$ cat src/rtl/rit_pkg.sv
package rit_pkg;

    typedef enum logic [1:0] {
        ST_IDLE  = 2'd0,
        ST_RUN   = 2'd1,
        ST_PAUSE = 2'd2,
        ST_DONE  = 2'd3
    } rit_state_e;

endpackage

$ cat src/rtl/rit_prescaler.sv
module rit_prescaler #(
    parameter int TICK_DIV = 1000
) (
    input  logic clk,
    input  logic rst_n,
    output logic tick_o
);
    generate
        if (TICK_DIV <= 1) begin : g_pass
            assign tick_o = 1'b1;
        end else begin : g_div
            localparam int CW = $clog2(TICK_DIV);
            localparam logic [CW-1:0] LAST = CW'(TICK_DIV - 1);
            logic [CW-1:0] cnt_q;

            always_ff @(posedge clk or negedge rst_n) begin
                if (!rst_n) begin
                    cnt_q <= '0;
                end else if (cnt_q == LAST) begin
                    cnt_q <= '0;
                end else begin
                    cnt_q <= cnt_q + 1'b1;
                end
            end

            assign tick_o = (cnt_q == LAST);
        end
    endgenerate
endmodule

$ cat src/rtl/rit_accum.sv
module rit_accum #(
    parameter int ACC_W   = 14,
    parameter int ACC_MAX = 9999
) (
    input  logic             clk,
    input  logic             rst_n,
    input  logic             zero_i,
    input  logic             step_i,
    input  logic [ACC_W-1:0] preset_i,
    output logic [ACC_W-1:0] acc_o,
    output logic             reach_nxt_o
);
    localparam logic [ACC_W-1:0] LIMIT = ACC_W'(ACC_MAX);

    logic [ACC_W-1:0] pre_eff;
    logic [ACC_W-1:0] acc_q;
    logic [ACC_W-1:0] acc_d;

    always_comb begin
        pre_eff = (preset_i > LIMIT) ? LIMIT : preset_i;
    end

    always_comb begin
        if (zero_i) begin
            acc_d = '0;
        end else if (step_i && (acc_q < pre_eff)) begin
            acc_d = acc_q + 1'b1;
        end else begin
            acc_d = acc_q;
        end
    end

    always_ff @(posedge clk or negedge rst_n) begin
        if (!rst_n) begin
            acc_q <= '0;
        end else begin
            acc_q <= acc_d;
        end
    end

    assign acc_o       = acc_q;
    assign reach_nxt_o = (acc_d >= pre_eff);
endmodule

$ cat src/rtl/rit_fsm.sv
module rit_fsm
    import rit_pkg::*;
(
    input  logic clk,
    input  logic rst_n,
    input  logic run_i,
    input  logic retain_i,
    input  logic clr_i,
    input  logic tick_i,
    input  logic reach_nxt_i,
    output logic zero_o,
    output logic step_o,
    output logic done_o,
    output logic timing_o,
    output logic en_o
);
    rit_state_e st_q;
    rit_state_e st_d;
    logic       en_q;

    assign zero_o = clr_i || (!run_i && !retain_i);
    assign step_o = run_i && tick_i && !clr_i;

    always_comb begin
        st_d = st_q;
        if (clr_i) begin
            st_d = ST_IDLE;
        end else if (run_i) begin
            st_d = reach_nxt_i ? ST_DONE : ST_RUN;
        end else if (!retain_i) begin
            st_d = ST_IDLE;
        end else begin
            unique case (st_q)
                ST_IDLE:  st_d = ST_IDLE;
                ST_RUN:   st_d = ST_PAUSE;
                ST_PAUSE: st_d = ST_PAUSE;
                ST_DONE:  st_d = ST_DONE;
                default:  st_d = ST_IDLE;
            endcase
        end
    end

    always_ff @(posedge clk or negedge rst_n) begin
        if (!rst_n) begin
            st_q <= ST_IDLE;
            en_q <= 1'b0;
        end else begin
            st_q <= st_d;
            en_q <= clr_i ? 1'b0 : run_i;
        end
    end

    always_comb begin
        done_o   = 1'b0;
        timing_o = 1'b0;
        unique case (st_q)
            ST_IDLE:  ;
            ST_RUN:   timing_o = 1'b1;
            ST_PAUSE: ;
            ST_DONE:  done_o = 1'b1;
            default:  ;
        endcase
        en_o = en_q;
    end
endmodule

$ cat src/rtl/rit_timer.sv
module rit_timer #(
    parameter int ACC_W    = 14,
    parameter int ACC_MAX  = 9999,
    parameter int TICK_DIV = 1000
) (
    input  logic             clk,
    input  logic             rst_n,
    input  logic             run_i,
    input  logic             retain_i,
    input  logic             clr_i,
    input  logic [ACC_W-1:0] preset_i,
    output logic [ACC_W-1:0] acc_o,
    output logic             done_o,
    output logic             timing_o,
    output logic             en_o
);
    logic tick;
    logic zero;
    logic step;
    logic reach_nxt;

    rit_prescaler #(.TICK_DIV(TICK_DIV)) u_pre (
        .clk    (clk),
        .rst_n  (rst_n),
        .tick_o (tick)
    );

    rit_accum #(.ACC_W(ACC_W), .ACC_MAX(ACC_MAX)) u_acc (
        .clk         (clk),
        .rst_n       (rst_n),
        .zero_i      (zero),
        .step_i      (step),
        .preset_i    (preset_i),
        .acc_o       (acc_o),
        .reach_nxt_o (reach_nxt)
    );

    rit_fsm u_fsm (
        .clk         (clk),
        .rst_n       (rst_n),
        .run_i       (run_i),
        .retain_i    (retain_i),
        .clr_i       (clr_i),
        .tick_i      (tick),
        .reach_nxt_i (reach_nxt),
        .zero_o      (zero),
        .step_o      (step),
        .done_o      (done_o),
        .timing_o    (timing_o),
        .en_o        (en_o)
    );
endmodule

$ cat config.mk
export PLATFORM = sky130hd
export DESIGN_NAME = rit_timer
export DESIGN_NICKNAME = d
export VERILOG_FILES = /design/src/rtl/rit_pkg.sv /design/src/rtl/rit_prescaler.sv /design/src/rtl/rit_accum.sv /design/src/rtl/rit_fsm.sv /design/src/rtl/rit_timer.sv
export SDC_FILE = /design/constraint.sdc
export NUM_CORES = 1
export LEC_CHECK = 0
export ABC_AREA = 0
export BUFFER_PORTS_ARGS = -buffer_cell sky130_fd_sc_hd__buf_4
export CAP_MARGIN = 25
export CORE_ASPECT_RATIO = 1.1
export CORE_MARGIN = 8
export CORE_UTILIZATION = 50
export CTS_CLUSTER_DIAMETER = 100
export DETAILED_ROUTE_END_ITERATION = 16
export PLACE_DENSITY = 0.73
export SLEW_MARGIN = 15
export SYNTH_ARGS = -nofsm -noshare
export SYNTH_HDL_FRONTEND = slang
export SYNTH_SLANG_ARGS = --single-unit
$ cat constraint.sdc
create_clock -name clk -period 7 [get_ports clk]
set_clock_uncertainty 0.1 [all_clocks]
set_input_delay 0.7 -clock clk [delete_from_list [all_inputs] [get_ports clk]]
set_output_delay 0.7 -clock clk [all_outputs]
set_load 0.02 [all_outputs]
==> After elaboration in Yosys (flattened, before gate mapping) <==
Cells that the tools add are included.
{ "classes": {"n_addsub": 2, "magnitude_cmp": 3, "eq_ne": 4, "muxes": 12, "n_reduce_logical": 10} }
{ "op_table": {"columns": ["cell", "count"], "rows": [
  ["two-way mux 14 bit", 3],
  ["adder 14 x 1 -> 14 bit (second input constant)", 1],
  ["greater-or-equal comparator 14 bit", 1],
  ["greater-than comparator 14 bit (second input constant)", 1],
  ["less-than comparator 14 bit", 1],
  ["adder 10 x 1 -> 10 bit (second input constant)", 1],
  ["equality test 10 bit (second input constant)", 1],
  ["two-way mux 10 bit", 1],
  ["two-way mux 2 bit", 4],
  ["case mux 2 bit (3 select lines)", 1],
  ["equality test 2 bit (second input constant)", 2],
  ["logical AND 1 bit", 4],
  ["logical NOT 1 bit", 3],
  ["two-way mux 1 bit", 3],
  ["equality test 2 x 1 -> 1 bit (second input constant)", 1],
  ["logical NOT 2 bit", 1],
  ["OR reduction 2 bit", 1],
  ["logical OR 1 bit", 1]
]} }
{ "totals": {"ff_bits": 27, "in_bits": 19, "output_inout_bits": 17} }

==> Depth between registers and ports, before layout <==
{ "logic_depth": {"depth_word": 10, "ltp_mapped": 18, "ltp_nobuf": 17} }

==> Cells and area by module <==
From an unflattened synthesis, not the netlist that was laid out.
{ "hier_totals": {"hier_cells": 226, "area_unflattened_um2": 2174.6} }
{ "by_module_without_submodules": {"columns": ["module", "n_inst", "cells_each", "area_each_um2"], "rows": [
  ["rit_accum", 1, 169, 1547.7],
  ["rit_prescaler", 1, 43, 483.0],
  ["rit_fsm", 1, 14, 143.9]
]} }

==> Worst setup path before layout <==
OpenSTA, ideal clock, no wires.
{ "synth_timing": {"path_kind": "in2reg", "startpoint": "in preset_i[6]", "endpoint": "reg u_fsm.st_q[1]", "setup_time_ns": 0.131, "arrival_ns": 4.057, "setup_slack_ns": 2.712, "cell_stages": 18, "path_buffers": 1, "path_cell_list": "nor4_1 o21ai_0 nor2_1 ha_1 a21oi_1 o21ai_0 a2111oi_4 nand4_1 buf_2 or3_1 a21oi_1 ha_1 a21oi_1 nor2b_1 o21ai_0 o211ai_1 o21ai_0 a31oi_1"} }
{ "synth_via": {"elab_chain_len": 10} }
{ "synth_rtl": {"columns": ["item", "line", "text"], "rows": [
  ["start: declaration", "rit_timer.sv:11", "input logic [ACC_W-1:0] preset_i,"],
  ["greater-than comparator 14 bit", "rit_accum.sv:20", "pre_eff = (preset_i > LIMIT) ? LIMIT : preset_i;"],
  ["two-way mux 14 bit *", "rit_accum.sv:20", null],
  ["less-than comparator 14 bit *", "rit_accum.sv:26", "end else if (step_i && (acc_q < pre_eff)) begin"],
  ["logical AND 1 bit *", "rit_accum.sv:26", null],
  ["two-way mux 14 bit *", "rit_accum.sv:26", null],
  ["two-way mux 14 bit *", "rit_accum.sv:24", "if (zero_i) begin"],
  ["net u_acc.acc_d[9]", "rit_accum.sv:17", "logic [ACC_W-1:0] acc_d;"],
  ["greater-or-equal comparator 14 bit *", "rit_accum.sv:42", "assign reach_nxt_o = (acc_d >= pre_eff);"],
  ["two-way mux 2 bit *", "rit_fsm.sv:29", "st_d = reach_nxt_i ? ST_DONE : ST_RUN;"],
  ["two-way mux 2 bit *", "rit_fsm.sv:28", "end else if (run_i) begin"],
  ["two-way mux 2 bit *", "rit_fsm.sv:26", "if (clr_i) begin"],
  ["net u_fsm.st_d[1]", "rit_fsm.sv:18", "rit_state_e st_d;"],
  ["end signal: assignment", "rit_fsm.sv:48", "st_q <= st_d;"],
  ["end: declaration", "rit_fsm.sv:17", "rit_state_e st_q;"]
]} }
Mark *: on every way through the listed nets, which the timed path passes. The rest lies on a longest branch.

==> Final worst setup path <==
Ends and elaborated chain as after synthesis.

==> metrics.txt <==
Total GRT Usage=16.6%; post-layout instance area=about 0.0024 mm^2; Worst setup EP type=register; Post-CTS Setup Inserts=0; vias=about 1.8k; max-cap violations=0; WL per Instance=about 16 um; share of layout cells above drive strength 1=16.7%; arrival time at the worst endpoint=5.23 ns; FF+latch area=676 um^2; Worst VDD drop=~57 uV; Sum Neg Setup Slack=0 ns; ys flop type=dfrtp_1; Post-synth EDFFs=0; Syn Nets=between 200 and 300; routability congestion estimate=0.827; Rows=24; clk sinks=27; register area share after synthesis=approximately a third; die width=about 76 um; post-synth top area share=approximately 34%; Mapped Area=around 0.002 mm^2; final period utilization=73.9%; fin nets=312; ANT cells=0; CTS resizes=0; core area=about 0.004 mm^2; vias in the first global route=between 1.5k and 2k; Yosys top cell by area=dfrtp_1; First-pass DRT Iterations=4; most common cell after layout, fill and taps aside=buf_4; Synth async-reset ratio=100%; clock-pin slew on the worst setup and hold paths=about 0.10 ns; Worst Hold Margin=0.222 ns; Final Util=between 60 and 70%; root buffer cell=clkbuf_8; FF+latch count, synth=27; total wire length=slightly above 5 mm; Die H=between 80 and 90 um; Avg Cell Area, Syn=8.81 um^2; Hold Buf Count CTS=0; Clock Tree Buf Depth=2; via-per-instance ratio=approximately 5.9; critical setup path kind=primary input to register; post-synthesis cell type count=37; Final Hold Vio Count=0; IO Count=36; Critical Path RT=between 7 and 8 ns; worst skew pair latency=0.28 ns; crit path max fanout=13; placed cell areas=between 0.002 and 0.0025 mm^2; Tmin final=approximately 5.2 ns; pwr dens=122 mW/mm^2; PortBufs=35; status=completed; main area contributors after synthesis=dfrtp_1 34%, ha_1 18%, nand2_1 4.9%, nor2_1 4.1%, a21oi_1 3.8%; Fillers=351; GR Overflow Total=0; final setup fails=0; H-Tree Depth=1; DR DRC count=0; max_slew headroom=49.5%; Multi-input gate area=about 0.0013 mm^2; initial antenna violation count=0; HPWL Detailed=approximately 4 mm; Leakage=between 1 and 1.5 nW; area growth from synthesis to layout=18.1%; Synthesis Warnings=0; Die ar.=~0.0063 mm^2; Startpoint Class=primary input; RSZ-0062 raised after global routing=no; Slew @ Worst Pin=0.749 ns; Initial Util=approximately half; Post-Syn Instances=roughly 230; post-route ant nets=0; largest net degree at the start of global routing=28; final slew viol count=0; CTS tree=done; first-pass GRT wire length=~8.5 mm; commonest non-fill, non-tap cells in the layout=35 x buf_4, 29 x ha_1, 27 x dfrtp_1, 26 x nand2_1, 22 x nor2_1; Initial DRC Count=between 90 and 100; Min-Delay Path Class=primary input to asynchronous set/reset pin; Num CTS Buffers=3; highest clock rate=193 MHz
==> flip-flops by register name, summed over array words and instances, names as in the netlist <==
name               flops
u_acc.acc_o           14
u_fsm.en_o             1
u_fsm.st_q             2
u_pre.g_div.cnt_q     10
==> final timing paths <==
kind                       slack [ns]  cells after the start                 start                   end
setup reg to reg                 2.92                     12       u_acc.acc_o[12]         u_fsm.st_q[1]
max in group asynchronous        6.31                      1                 rst_n       u_acc.acc_o[12]
hold / removal                   0.22                      1                 rst_n        u_acc.acc_o[3]
setup / recovery                 1.83                     16           preset_i[6]         u_fsm.st_q[1]
min in group clk                 0.40                      1  u_pre.g_div.cnt_q[0]  u_pre.g_div.cnt_q[0]
hold reg to reg                  0.40                      1  u_pre.g_div.cnt_q[0]  u_pre.g_div.cnt_q[0]
==> power breakdown <==
group,internal [mW],switching [mW]
combinational,0.0160,0.0229
clock,0.0405,0.0529
sequential,0.157,0.000424
==> metal layers <==
layer | part of all wire (%) | vias to the layer above | GRT usage [%]
met4 | 1.9 | 0 | 7.50
met3 | 6.4 | 10 | 3.14
met5 | 0 | - | 0
li1 | - | 910 | -
met1 | 45 | 864 | 21.0
met2 | 46 | 63 | 27.3
==> final cells by class <==
type | count | area share [%]
well taps | 52 | 2.75
inverters | 8 | 1.27
clock buffers | 3 | 1.75
repair buffers | 35 | 11.1
flip-flops and latches | 27 | 28.6
multi-input cells | 189 | 54.2
clock inverters | 1 | 0.318
==> metrics by stage <==
step                power, mW  worst slack, ns  std cells
floorplan               0.179             2.71        227
CTS                     0.292             1.88        315
global placement        0.198             1.71        311
finish                  0.289             1.83        315
detailed placement      0.199             1.60        311
global route            0.302             1.30        315
==> worst max-delay path, cell delays in order <==
cell       delay (ns)
buf_4            0.11
nor4_1           0.46
o21ai_0          0.40
nor2_1           0.25
ha_1             0.29
a21oi_1          0.12
o21ai_0          0.15
a2111oi_4        0.38
nand4_1          0.44
or3_1            0.49
a21oi_1          0.20
ha_1             0.29
a2111oi_0        0.50
o211ai_1         0.19
o21ai_0          0.19
a31oi_1          0.06
==> kinds of logic after synthesis <==
kind of cell    share of synthesized area (%)
fa+ha+maj                                18.1
simple gates                             25.3
compound gates                           16.6
flops                                    33.8
mux                                      1.00
buf+inv                                  2.19
xor+xnor                                 3.06
==> synthesized netlist by cell type, drive strengths merged, types with 2 or more instances <==
cell type and instances:
xor2 4, o211ai 6, ha 29, o21a 3
mux2i 2, dfrtp 27, nor2 22, a21oi 15
nor4 2, or3 8, inv 8, a2111oi 2
nand2 26, buf 2, nor2b 4, o21ai 15
nand4 11, a21boi 2, nand3 9, nand2b 2
xnor2 3, or2 2, and2 2, or4 5
a31oi 2, nor3 4
Note: power is estimated with default switching activity, not from simulation.
